File: src/rtl/sdram_ref_pkg.sv
package sdram_ref_pkg;
  typedef enum logic [2:0] {
    CMD_NOP = 3'b111,
    CMD_PRE = 3'b010,
    CMD_REF = 3'b001
  } sdram_cmd_e;

  typedef enum logic [1:0] {
    S_IDLE,
    S_PRE,
    S_WAIT,
    S_REF
  } ref_state_e;
endpackage

File: src/rtl/ref_interval_timer.sv
module ref_interval_timer #(
  parameter int unsigned INTERVAL = 1021
) (
  input  logic clk_i,
  input  logic rst_ni,
  input  logic en_i,
  output logic tick_o
);
  localparam int unsigned CW = $clog2(INTERVAL + 1);
  localparam logic [CW-1:0] LAST = CW'(INTERVAL - 1);

  logic [CW-1:0] cnt_q;

  assign tick_o = en_i && (cnt_q == LAST);

  always_ff @(posedge clk_i or negedge rst_ni) begin
    if (!rst_ni)       cnt_q <= '0;
    else if (!en_i)    cnt_q <= '0;
    else if (tick_o)   cnt_q <= '0;
    else               cnt_q <= cnt_q + 1'b1;
  end
endmodule

File: src/rtl/ref_pending_ctr.sv
module ref_pending_ctr #(
  parameter int unsigned PEND_W = 4
) (
  input  logic              clk_i,
  input  logic              rst_ni,
  input  logic              tick_i,
  input  logic              take_i,
  output logic [PEND_W-1:0] pend_o,
  output logic              nz_o
);
  localparam logic [PEND_W-1:0] PMAX = {PEND_W{1'b1}};

  logic [PEND_W-1:0] pend_q, base, pend_d;

  // take clears; a same-edge tick survives into the next event
  always_comb begin
    base   = take_i ? '0 : pend_q;
    pend_d = (tick_i && base != PMAX) ? base + 1'b1 : base;
  end

  always_ff @(posedge clk_i or negedge rst_ni) begin
    if (!rst_ni) pend_q <= '0;
    else         pend_q <= pend_d;
  end

  assign pend_o = pend_q;
  assign nz_o   = (pend_q != '0);
endmodule

File: src/rtl/ref_cmd_seq.sv
module ref_cmd_seq
  import sdram_ref_pkg::*;
#(
  parameter int unsigned T_RP   = 2,
  parameter int unsigned T_RC   = 8,
  parameter int unsigned LEFT_W = 5
) (
  input  logic              clk_i,
  input  logic              rst_ni,
  input  logic              start_i,
  input  logic [LEFT_W-1:0] count_i,
  output logic              idle_o,
  output logic [2:0]        cmd_o,
  output logic              a10_o
);
  localparam int unsigned TMAX  = (T_RC > T_RP) ? T_RC : T_RP;
  localparam int unsigned TMR_W = (TMAX > 2) ? $clog2(TMAX) : 1;
  localparam logic [TMR_W-1:0] RP_LOAD = TMR_W'(T_RP - 2);
  localparam logic [TMR_W-1:0] RC_LOAD = TMR_W'(T_RC - 2);

  ref_state_e        state_q;
  logic [TMR_W-1:0]  tmr_q;
  logic [LEFT_W-1:0] left_q;

  always_ff @(posedge clk_i or negedge rst_ni) begin
    if (!rst_ni) begin
      state_q <= S_IDLE;
      tmr_q   <= '0;
      left_q  <= '0;
    end else begin
      case (state_q)
        S_IDLE: if (start_i) begin
          state_q <= S_PRE;
          left_q  <= count_i;
        end
        S_PRE: begin
          state_q <= S_WAIT;
          tmr_q   <= RP_LOAD;
        end
        S_WAIT: begin
          if (tmr_q == '0) state_q <= (left_q != '0) ? S_REF : S_IDLE;
          else             tmr_q   <= tmr_q - 1'b1;
        end
        S_REF: begin
          left_q  <= left_q - 1'b1;
          state_q <= S_WAIT;
          tmr_q   <= RC_LOAD;
        end
        default: state_q <= S_IDLE;
      endcase
    end
  end

  always_comb begin
    case (state_q)
      S_PRE:   cmd_o = CMD_PRE;
      S_REF:   cmd_o = CMD_REF;
      default: cmd_o = CMD_NOP;
    endcase
  end

  assign a10_o  = (state_q == S_PRE);
  assign idle_o = (state_q == S_IDLE);
endmodule

File: src/rtl/sdram_refresh_sched.sv
module sdram_refresh_sched #(
  parameter int unsigned CLK_MHZ       = 133,
  parameter int unsigned REF_PERIOD_NS = 7800,
  parameter int unsigned MARGIN_CYC    = 16,
  parameter int unsigned T_RP          = 2,
  parameter int unsigned T_RC          = 8,
  parameter int unsigned BURST         = 1,
  parameter int unsigned PEND_W        = 4
) (
  input  logic       clk_i,
  input  logic       rst_ni,
  input  logic       init_done_i,
  input  logic       grant_i,
  output logic       req_o,
  output logic       own_o,
  output logic [2:0] cmd_o,
  output logic       a10_o,
  output logic [1:0] ba_o
);
  localparam int unsigned INTERVAL_CYC = CLK_MHZ * REF_PERIOD_NS / 1000 - MARGIN_CYC;
  localparam int unsigned LEFT_W       = PEND_W + $clog2(BURST + 1);

  logic              tick, take, pend_nz, idle;
  logic [PEND_W-1:0] pend;
  logic [LEFT_W-1:0] count;

  ref_interval_timer #(.INTERVAL(INTERVAL_CYC)) i_timer (
    .clk_i (clk_i),
    .rst_ni(rst_ni),
    .en_i  (init_done_i),
    .tick_o(tick)
  );

  ref_pending_ctr #(.PEND_W(PEND_W)) i_pend (
    .clk_i (clk_i),
    .rst_ni(rst_ni),
    .tick_i(tick),
    .take_i(take),
    .pend_o(pend),
    .nz_o  (pend_nz)
  );

  generate
    if (BURST > 1) begin : g_mul
      assign count = LEFT_W'(pend) * LEFT_W'(BURST);
    end else begin : g_one
      assign count = LEFT_W'(pend);
    end
  endgenerate

  ref_cmd_seq #(.T_RP(T_RP), .T_RC(T_RC), .LEFT_W(LEFT_W)) i_seq (
    .clk_i  (clk_i),
    .rst_ni (rst_ni),
    .start_i(take),
    .count_i(count),
    .idle_o (idle),
    .cmd_o  (cmd_o),
    .a10_o  (a10_o)
  );

  assign req_o = pend_nz && idle;
  assign take  = req_o && grant_i;
  assign own_o = !idle;
  assign ba_o  = 2'b00;
endmodule

File: config.mk
export PLATFORM = sky130hd
export DESIGN_NAME = sdram_refresh_sched
export DESIGN_NICKNAME = d
export VERILOG_FILES = /design/src/rtl/sdram_ref_pkg.sv /design/src/rtl/ref_interval_timer.sv /design/src/rtl/ref_pending_ctr.sv /design/src/rtl/ref_cmd_seq.sv /design/src/rtl/sdram_refresh_sched.sv
export SDC_FILE = /design/constraint.sdc
export NUM_CORES = 1
export LEC_CHECK = 0
export BUFFER_PORTS_ARGS = -buffer_cell sky130_fd_sc_hd__buf_2
export CAP_MARGIN = 30
export CORE_MARGIN = 2
export CORE_UTILIZATION = 60
export DETAILED_ROUTE_END_ITERATION = 8
export PLACE_DENSITY = 0.87
export SKIP_LAST_GASP = 1
export SLEW_MARGIN = 25
export SYNTH_ARGS = -nofsm -noshare
export SYNTH_HDL_FRONTEND = slang
export SYNTH_SLANG_ARGS = --single-unit
File: constraint.sdc
create_clock -name clk_i -period 4.7 [get_ports clk_i]
set_input_delay 0.47 -clock clk_i [delete_from_list [all_inputs] [get_ports clk_i]]
set_output_delay 0.47 -clock clk_i [all_outputs]
set_load 0.01 [all_outputs]
==> impl_metrics.csv, run 1 <==
group,metric,value,unit
run_status,outcome,"complete, no violations",
global_route,globalRouteTotalUtil,0.230,
cts,post-cts-setup-buffers,0,
drt,postRouteAntennaNets,0,
cts,cts_root_buffer,"clkbuf_4",
global_route,antenna_violations_before_repair,0,
critical_path,critical_path.endpoint_type,"flip-flop",
timing,layout_worst_path_cycle_share,0.469,
yosys,synthesis.instances,143,
critical_path,path_cells,"or3b_4, and2_1, ha_1, and3_1, or2_1, a22o_1",
timing,holdWs,0.104,ns
floorplan,placementRows,17,
timing,setup_violations,0,
place,place.gp.congestion,0.865,
critical_path,crit_path_end,"i_pend.pend_o[1]",
timing,maxSlewViolCount,0,
pwr,fin_total_pwr,0.000377,W
yosys,synth_sequential_area_ratio,0.440,
cts,cts_tree,"yes",
layout,drive_gt1_frac,0.145,
cts,cts_resized,0,
drt,via_count,1058,
timing,timing.final.crit_period,2.20,ns
floorplan,coreArea,2190,µm²
global_route,grt_overflow_total,0,
cts,tritoncts.num_buffers,3,
floorplan,die_y,51.7,µm
critical_path,critical_path.max_stage_delay,0.52,ns
layout,design.final.nets,163,
hold_path,tightest_hold_check_type,"input port to asynchronous set/reset pin",
critical_path,critical_path_required,4.93,ns
yosys,yosysWarnings,0,
run,drv_cap,0,
place,portBuffers,9,
critical_path,timing.setup.critical_path_class,"flip-flop to flip-flop",
drt,drc,0,
timing,worst_rel_slew_slack,0.636,
timing,timing_hold_violations_final,0,
pwr,sequentialPowerShare,0.560,
drt,drt_pre_antenna_iters,4,
yosys,synth.distinct_cells,42,
pwr,power.share.combinational,0.034,
critical_path,critPathLaunch,"i_seq.state_q[1]",
timing,finClkSkew,0.00239,ns
floorplan,initial_utilization,0.624,
place,post-dp-hpwl,2020,µm
pwr,p_per_area,257,nW/µm²
critical_path,startpoint_type,"flip-flop",
yosys,postSynth.topFlopCell,"dfrtp_1",
pwr,leakagePower,0.678,nW
pwr,cellInternalPower,0.000299,W
yosys,ys_async_sr_fraction,1.00,
timing,worst-slew-pin-transition,0.546,ns
critical_path,worst_ep_arrival_time,2.43,ns
yosys,syn_area_cell,9.55,µm²
timing,achievable-frequency,454,MHz
cts,cts.hold.buffers_added,0,
layout,antenna_cells_inserted,0,
drt,vias_per_cell,5.88,
cts,ctsLongestPathBuffers,2,
pwr,p_sw,0.0000781,W
cts,cts_sinks,24,
drt,routed_wire_length_per_instance,14.9,µm
pwr,worst_case_vdd_ir_drop,0.183,mV
floorplan,floorplan.die_area,2670,µm²
drt,wirelength,2670,µm
critical_path,timing.critical_path.slowest_stage_cell,"dfrtp_1",
critical_path,capture_instance_of_the_worst_register_to_register_path,"i_pend.pend_o[1]",
drt,initialDrtViolationCount,26,
layout,fillCellCount,186,
critical_path,reg2regPathDepth,6,
timing,setup_tns,0,ns
yosys,synth_seq_cells,24,
critical_path,register_to_register_setup_slack,2.50,ns
pwr,power.share.switching,0.207,
cts,clk_pin_slew,0.14,ns
layout,areaGrowthSynthToFinish,7.33,%
yosys,number_of_enable_flip_flop_cells_after_synthesis,0,
pwr,power_frac_clock,0.405,
timing,unrepaired_setup_endpoints_after_global_routing,"false",
critical_path,cp_max_fo,12,
global_route,grt_start_max_net_pins,25,
yosys,mappedNetlistArea,1370,µm²
cts,clk_latency,0.32,ns
global_route,grt_pass1_wl,4500,µm
critical_path,r2r_start,"i_seq.state_q[1]",
floorplan,dieWidth,51.7,µm
global_route,vias_in_the_first_global_route,1044,
floorplan,number_of_top_level_pins,12,
cts,htree_num_levels,1,
## critical path, delay by kind of cell, from the launching register on
kind	cells	cell delay, ns
adders and majority gates	1	0.23
DFF	1	0.52
AOI/OAI and AO/OA	1	0.24
and+or+nand+nor	4	1.12
## cells in the mapped netlist (2+ instances only)
| library cell | count | area share |
|---|---|---|
| dfrtp_1 | 24 | 0.44 |
| nor2_1 | 16 | 0.044 |
| inv_1 | 12 | 0.033 |
| a21oi_1 | 8 | 0.029 |
| nand2_1 | 8 | 0.022 |
| nand3_1 | 7 | 0.026 |
| ha_1 | 6 | 0.055 |
| o21ai_1 | 6 | 0.022 |
| xor2_1 | 6 | 0.038 |
| and2_1 | 4 | 0.018 |
| o21ai_0 | 4 | 0.015 |
| nor2b_1 | 3 | 0.014 |
| xnor2_1 | 3 | 0.019 |
| a21o_1 | 2 | 0.011 |
| and3_1 | 2 | 0.0092 |
| and4_4 | 2 | 0.016 |
| buf_2 | 2 | 0.0073 |
| buf_4 | 2 | 0.011 |
| nand4_1 | 2 | 0.0092 |
| o211ai_1 | 2 | 0.011 |
## per-stage QoR
step	instance area [µm²]	instances	util	setup WS, ns
floorplan	1370	144	-	2.63
global placement	1410	176	0.645	2.59
detailed placement	1410	176	0.645	2.52
CTS	1470	180	0.669	2.50
global route	1470	180	0.669	2.42
finish	1470	180	0.669	2.50
## state kept, by name, summed over array words and instances, names as in the netlist
signal / count
i_seq.state_q: 2
i_seq.tmr_q: 3
i_pend.pend_o: 4
i_seq.left_q: 5
i_timer.cnt_q: 10
## how the worst min path moves through the flow
stage | from | endpoint | slack [ns]
2_1_floorplan | rst_ni | i_pend.pend_o[0] | 0.17
3_3_place_gp | rst_ni | i_seq.left_q[2] | 0.47
3_5_place_dp | rst_ni | i_seq.left_q[2] | 0.48
4_1_cts | rst_ni | i_seq.state_q[1] | 0.11
5_1_grt | rst_ni | i_seq.state_q[1] | 0.13
6_report | rst_ni | i_seq.left_q[2] | 0.10
## cells in the final DEF (no fill, tap or decap), types with 3 or more instances in the layout
cell type,n
nor2_1,16
dfrtp_1,24
o21ai_1,6
nand2_1,8
clkbuf_4,3
inv_1,12
xor2_1,6
o21ai_0,4
ha_1,6
nand3_1,7
and2_1,4
nor2b_1,3
buf_2,9
xnor2_1,3
a21oi_1,8
## metal layers
metal / up-vias / share of wire / track usage
met5: - / 0 / 0
met4: 0 / 0.019 / 0.136
met3: 5 / 0.039 / 0.0287
met2: 35 / 0.51 / 0.400
met1: 517 / 0.43 / 0.272
li1: 501 / - / -
## final cells by class
cell class	count	area (µm²)	share of cell area
multi-input combinational	102	684	0.467
tap	28	35.0	0.0239
inverter	13	48.8	0.0333
timing repair buffer	9	45.0	0.0307
clock inverter	1	30.0	0.0205
sequential	24	601	0.410
clock buffer	3	22.5	0.0154
## power groups by stage
stage | Combinational [W] | Clock (W) | Sequential (W)
finish | 0.0000130 | 0.000153 | 0.000211
global route | 0.0000152 | 0.000161 | 0.000212
floorplan | 0.00000698 | 0 | 0.000214
detailed placement | 0.0000133 | 0 | 0.000215
CTS | 0.0000134 | 0.000155 | 0.000211
global placement | 0.0000121 | 0 | 0.000215
## cells by family after synthesis
kind of cell               Yosys count  share of synthesized area
AOI/OAI and AO/OA                   29                      0.133
xor gates and xnor gates             9                     0.0577
DFF                                 24                      0.440
buffers and inverters               18                     0.0623
other                                1                    0.00274
adders and majority gates            6                     0.0549
and+or+nand+nor                     56                      0.250
Power figures use the tool's default switching activity.
==> inputs of run 2 (changes only) <==
ABC_AREA = 1   (was unset)
CORE_UTILIZATION = 58   (was 60)
PLACE_DENSITY = 0.85   (was 0.87)
clock period = 2.1 ns   (was 4.7 ns; I/O delays follow)
==> run 2 against run 1 <==
Sequential cell count unchanged. Power up 98%. Die area up 6.1%. Clock-buffer cell count up 1. Global-route usage down 1.9 points. Register-to-register slack worse by 2.1 ns. Clock power up 57%. Highest routed layer unchanged.
==> impl_metrics.csv, run 2 <==
group,metric,value,unit
hold_path,tightest_hold_check_type,"input port to flip-flop",
layout,finish.instance_area,1520,µm²
critical_path,worst_ep_arrival_time,1.97,ns
critical_path,timing.setup.critical_path_class,"flip-flop to flip-flop",
yosys,number_of_enable_flip_flop_cells_after_synthesis,0,
critical_path,register_to_register_setup_slack,0.35,ns
pwr,cellInternalPower,0.000584,W
yosys,synthesis.instances,165,
yosys,synth.distinct_cells,34,
run_status,outcome,"complete, no violations",
drt,initialDrtViolationCount,25,
cts,cts_root_buffer,"clkbuf_4",
floorplan,coreArea,2250,µm²
place,placement.setup.worst_slack,0.372,ns
yosys,postSynth.topFlopCell,"dfrtp_1",
global_route,globalRouteTotalUtil,0.212,
place,place.gp.congestion,0.825,
yosys,synth_seq_cells,24,
timing,unrepaired_setup_endpoints_after_global_routing,"false",
critical_path,r2r_start,"i_pend.pend_o[2]",
yosys,mappedNetlistArea,1410,µm²
yosys,synth.area.top_cells,"dfrtp_1 43%, nand2_1 9.6%, inv_1 6.9%",
drt,drc,0,
critical_path,critical_path_required,2.33,ns
pwr,power.share.combinational,0.047,
cts,post-cts-setup-buffers,0,
yosys,synth.mux.area_fraction,0,
global_route,antenna_violations_before_repair,0,
pwr,p_sw,0.000163,W
timing,achievable-frequency,573,MHz
place,post-dp-hpwl,1870,µm
critical_path,reg2regPathDepth,11,
drt,vias_per_cell,5.24,
floorplan,floorplan.die_area,2840,µm²
floorplan,placementRows,17,
critical_path,critical_path.endpoint_type,"flip-flop",
yosys,ys_async_sr_fraction,1.00,
timing,timing_hold_violations_final,0,
drt,via_count,1074,
layout,areaGrowthSynthToFinish,7.82,%
layout,most-common-layout-cells,"36 x nand2_1, 26 x inv_1, 24 x dfrtp_1",
critical_path,critPathLaunch,"i_pend.pend_o[2]",
timing,timing.final.crit_period,1.75,ns
critical_path,startpoint_type,"flip-flop",
timing,holdWs,0.243,ns
timing,setup_violations,0,
timing,layout_worst_path_cycle_share,0.832,
timing,worst-slew-pin-transition,0.539,ns
drt,dr_wl_met2,1160,µm
pwr,worst_case_vdd_ir_drop,0.364,mV
pwr,power_frac_clock,0.322,
global_route,grt_start_max_net_pins,25,
run,drv_cap,0,
layout,layout.cells.non_filler,205,
cts,ctsLongestPathBuffers,2,
yosys,yosysTopAreaCell,"dfrtp_1",
yosys,yosysWarnings,0,
place,dp.cells,200,
cts,clk_latency,0.31,ns
pwr,sequentialPowerShare,0.631,
yosys,synth_top_cells_by_count,"36 x nand2_1, 26 x inv_1, 24 x dfrtp_1",
cts,tritoncts.num_buffers,3,
cts,cts_tree,"yes",
yosys,synth.top_cell.area_share,0.426,
drt,route.layer.met1.wl,1120,µm
cts,htree_num_levels,1,
floorplan,initial_utilization,0.625,
layout,largest_reg_flops,10,
timing,setup_tns,0,ns
cts,clk_pin_slew,0.13,ns
drt,wl_met3,120,µm
layout,drive_gt1_frac,0.158,
yosys,synth_sequential_area_ratio,0.426,
timing,maxSlewViolCount,0,
pwr,leakagePower,0.768,nW
global_route,vias_in_the_first_global_route,1085,
global_route,grt_overflow_total,0,
yosys,synth.most_common_cell,"nand2_1",
cts,cts_sinks,24,
timing,worst_rel_slew_slack,0.641,
layout,antenna_cells_inserted,0,
critical_path,cp_max_fo,8,
yosys,synth_top_family_by_area,"simple AND/OR/NAND/NOR gates",
pwr,p_per_area,491,nW/µm²
layout,max_flop_register,"i_timer.cnt_q",
drt,routed_wire_length_per_instance,11.9,µm
yosys,synthAdderAreaFrac,0.0533,
place,portBuffers,9,
floorplan,dieWidth,53.3,µm
yosys,syn_area_cell,8.54,µm²
floorplan,number_of_top_level_pins,12,
timing,final.setup.worst_slack,0.354,ns
layout,layout.cells.most_common,"nand2_1",
yosys,yosys.area_share.xor_xnor,0.0435,
drt,top_layer_used,"met4",
place,placement.cell_area,1470,µm²
global_route,grt_pass1_wl,4370,µm
critical_path,crit_path_end,"i_pend.pend_o[3]",
drt,drt_pre_antenna_iters,4,
timing,finClkSkew,0.00873,ns
hold_path,worstHoldPathCells,3,
critical_path,capture_instance_of_the_worst_register_to_register_path,"i_pend.pend_o[3]",
yosys,synth_compound_gate_area_share,0.0844,
drt,wirelength,2440,µm
pwr,power.share.switching,0.218,
floorplan,die_y,53.3,µm
drt,postRouteAntennaNets,0,
yosys,post_synth_and_or_nand_nor_area_fraction,0.298,
layout,design.final.nets,188,
run 2: cell types whose count changed in the layout (fill, tap and decap cells not counted), moves of 4 or more:
cell     delta
inv_1      +14
and2_1      -4
o21ai_1     -5
nand2_1    +28
a21oi_1     -5
run 2: per-layer routing:
metal  GRT usage  up-vias
met5           0        -
met4      0.0983        0
met3      0.0395        6
met2       0.354       26
met1       0.260      493
li1            -      549
run 2: worst max-delay path, stage by stage (launching register included):
cell      delay [ns]
dfrtp_1         0.48
nor2_1          0.15
nand2_1         0.10
nand3_4         0.13
nand2_1         0.10
inv_1           0.07
ha_1            0.23
nand4_4         0.14
nand2_4         0.10
clkinv_2        0.05
nand2_1         0.05
nand2_1         0.04
run 2: per-stage QoR:
| step | util | power [W] |
|---|---|---|
| floorplan | - | 0.000499 |
| global route | 0.674 | 0.000777 |
| detailed placement | 0.653 | 0.000514 |
| CTS | 0.674 | 0.000757 |
| finish | 0.674 | 0.000746 |
| global placement | 0.653 | 0.000512 |
run 2: cell type report:
type	instances	area [µm²]
sequential	24	601
inverter	29	110
tap	28	35.0
clock buffer	4	36.3
multi-input combinational	110	682
fill	196	736
timing repair buffer	10	55.1
run 2: what timing repair did:
| item | CTS | global route |
|---|---|---|
| resized for setup | 0 | 0 |
| hold endpoints to repair | 24 | 0 |
| endpoints found under the setup margin | 0 | 0 |
| hold buffers | 1 | 0 |
run 2: kinds of logic after synthesis:
| family | count (synthesis) |
|---|---|
| AND/OR/NAND/NOR | 77 |
| buffers and inverters | 32 |
| flip-flops | 24 |
| AO/OA/AOI/OAI | 18 |
| XOR/XNOR | 7 |
| adder cells (fa/ha/maj) | 6 |
| other | 1 |
run 2: worst min path at each step:
| stage | start | end | slack, ns |
|---|---|---|---|
| floorplan | rst_ni | i_pend.pend_o[0] | -0.09 |
| global placement | rst_ni | i_timer.cnt_q[6] | 0.22 |
| detailed placement | rst_ni | i_seq.tmr_q[0] | 0.23 |
| CTS | init_done_i | i_timer.cnt_q[9] | 0.23 |
| global route | init_done_i | i_timer.cnt_q[9] | 0.24 |
| finish | init_done_i | i_timer.cnt_q[2] | 0.24 |
run 2: power by group through the flow:
stage / clock, W / combinational (W) / sequential, W
6_report: 0.000240 / 0.0000348 / 0.000471
5_1_grt: 0.000265 / 0.0000398 / 0.000472
4_1_cts: 0.000250 / 0.0000363 / 0.000471
3_5_place_dp: 0 / 0.0000346 / 0.000480
3_3_place_gp: 0 / 0.0000323 / 0.000480
2_1_floorplan: 0 / 0.0000196 / 0.000479
==> inputs of run 3 (changes only) <==
clock period = 1.83 ns   (was 2.1 ns; I/O delays follow)
==> run 3 against run 2 <==
Non-clock buffer count rose by 9. First-iteration DRC count fell by 24%. Register-to-register slack got worse by 0.24 ns. Final area rose by 3.8%. Sequential power rose by 15%. Power rose by 8.2%. Global-route usage rose by 0.91 points. Critical path depth did not move. Worst setup slack got worse by 0.24 ns. Critical endpoint unchanged.
==> impl_metrics.csv, run 3 (synthesis gave the netlist of run 2 again) <==
group,metric,value,unit
cts,ctsLongestPathBuffers,2,
drt,via_count,1092,
place,dp.cells,203,
critical_path,reg2regPathDepth,11,
layout,drive_gt1_frac,0.205,
timing,final.setup.worst_slack,0.118,ns
layout,layout.cells.non_filler,213,
layout,antenna_cells_inserted,0,
timing,timing.final.crit_period,1.71,ns
place,placement.setup.worst_slack,0.0764,ns
timing,setup_violations,0,
timing,achievable-frequency,584,MHz
timing,worst_rel_slew_slack,0.638,
cts,cts_tree,"yes",
drt,vias_per_cell,5.13,
drt,postRouteAntennaNets,0,
global_route,grt_pass1_wl,4570,µm
floorplan,die_y,53.3,µm
place,post-dp-hpwl,1940,µm
timing,maxSlewViolCount,0,
place,place.gp.congestion,0.806,
run,drv_cap,0,
critical_path,cp_max_fo,8,
pwr,power.share.switching,0.226,
cts,clk_pin_slew,0.13,ns
floorplan,floorplan.die_area,2840,µm²
critical_path,critical_path.endpoint_type,"flip-flop",
pwr,p_sw,0.000182,W
floorplan,initial_utilization,0.625,
layout,areaGrowthSynthToFinish,11.9,%
critical_path,startpoint_type,"flip-flop",
layout,multi_input_comb_area,684,µm²
cts,htree_num_levels,1,
critical_path,register_to_register_setup_slack,0.12,ns
global_route,grt_start_max_net_pins,25,
timing,holdWs,0.229,ns
drt,routed_wire_length_per_instance,12.2,µm
hold_path,hold-path-endpoint,"i_timer.cnt_q[9]",
critical_path,r2r_start,"i_pend.pend_o[3]",
floorplan,placementRows,17,
cts,clk_latency,0.31,ns
layout,layout.cells.most_common,"nand2_1",
timing,finClkSkew,0.0114,ns
layout,design.final.nets,197,
drt,drt_pre_antenna_iters,5,
critical_path,capture_instance_of_the_worst_register_to_register_path,"i_pend.pend_o[3]",
pwr,p_per_area,512,nW/µm²
layout,most-common-layout-cells,"36 x nand2_1, 26 x inv_1, 23 x dfrtp_1",
pwr,worst_case_vdd_ir_drop,0.413,mV
cts,cts_sinks,24,
floorplan,coreArea,2250,µm²
floorplan,dieWidth,53.3,µm
place,placement.cell_area,1500,µm²
run_status,outcome,"complete, no violations",
cts,cts_root_buffer,"clkbuf_4",
layout,max_flop_register,"i_timer.cnt_q",
global_route,globalRouteTotalUtil,0.221,
drt,drc,0,
floorplan,number_of_top_level_pins,12,
timing,worst-slew-pin-transition,0.542,ns
critical_path,timing.setup.critical_path_class,"flip-flop to flip-flop",
hold_path,tightest_hold_check_type,"input port to flip-flop",
global_route,grt_overflow_total,0,
layout,fillCellCount,171,
cts,tritoncts.num_buffers,3,
global_route,vias_in_the_first_global_route,1078,
timing,layout_worst_path_cycle_share,0.935,
timing,setup_tns,0,ns
critical_path,critical_path_required,2.05,ns
drt,wirelength,2590,µm
timing,timing_hold_violations_final,0,
drt,initialDrtViolationCount,19,
hold_path,worstHoldPathCells,3,
layout,finish.instance_area,1580,µm²
global_route,antenna_violations_before_repair,0,
layout,sequential_cell_area,602,µm²
place,portBuffers,9,
pwr,cellInternalPower,0.000625,W
layout,largest_reg_flops,10,
pwr,power.share.combinational,0.050,
pwr,sequentialPowerShare,0.669,
pwr,leakagePower,0.799,nW
hold_path,timing.hold.worst.start,"init_done_i",
pwr,power_frac_clock,0.281,
critical_path,worst_ep_arrival_time,1.93,ns
## run 3: power by group through the flow
stage                     Clock, W  Sequential (W)  Combinational [W]
after floorplan                  0        0.000550          0.0000225
after global placement           0        0.000550          0.0000371
after detailed placement         0        0.000550          0.0000401
after CTS                 0.000232        0.000540          0.0000418
after global routing      0.000257        0.000542          0.0000466
final                     0.000227        0.000540          0.0000403
## run 3: through the flow
step,total power (W),utilization
3_3_place_gp,0.000587,0.663
3_5_place_dp,0.000590,0.663
2_1_floorplan,0.000572,-
5_1_grt,0.000846,0.699
4_1_cts,0.000814,0.678
6_report,0.000807,0.699
## run 3: layout make-up
type,instances,area share
tap,28,0.0222
sequential,24,0.382
clock buffer,3,0.0143
multi-input combinational,110,0.434
inverter,29,0.0698
timing repair buffer,19,0.0778
## run 3: worst max-delay path, cell delays in order, from the launching register on
cell      delay [ns]
dfrtp_2         0.44
nor2_1          0.16
nand2_1         0.11
nand3_4         0.12
nand2_1         0.11
inv_1           0.07
ha_2            0.22
nand4_4         0.13
nand2_4         0.10
clkinv_2        0.05
nand2_1         0.05
nand2_1         0.04
## run 3: layer usage
metal | wire length, µm | global-route usage
met1 | 1190 | 0.272
met2 | 1300 | 0.393
met3 | 85 | 0.0339
met4 | 24 | 0.0641
met5 | 0 | 0
## run 3: worst max path at each step
stage	start	end	slack (ns)
global placement	i_pend.pend_o[3]	i_pend.pend_o[3]	0.20
CTS	i_pend.pend_o[3]	i_pend.pend_o[3]	0.06
global route	i_pend.pend_o[1]	i_pend.pend_o[3]	-0.04
detailed placement	i_pend.pend_o[3]	i_pend.pend_o[3]	0.08
floorplan	i_pend.pend_o[2]	i_pend.pend_o[3]	0.25
finish	i_pend.pend_o[3]	i_pend.pend_o[3]	0.12
## run 3: timing repair
action                                 CTS  global route
endpoints found under the hold margin   24             0
setup endpoints to repair                0             3
gates resized for setup                  0             2
hold buffers                             1             0
buffers inserted                         0             6
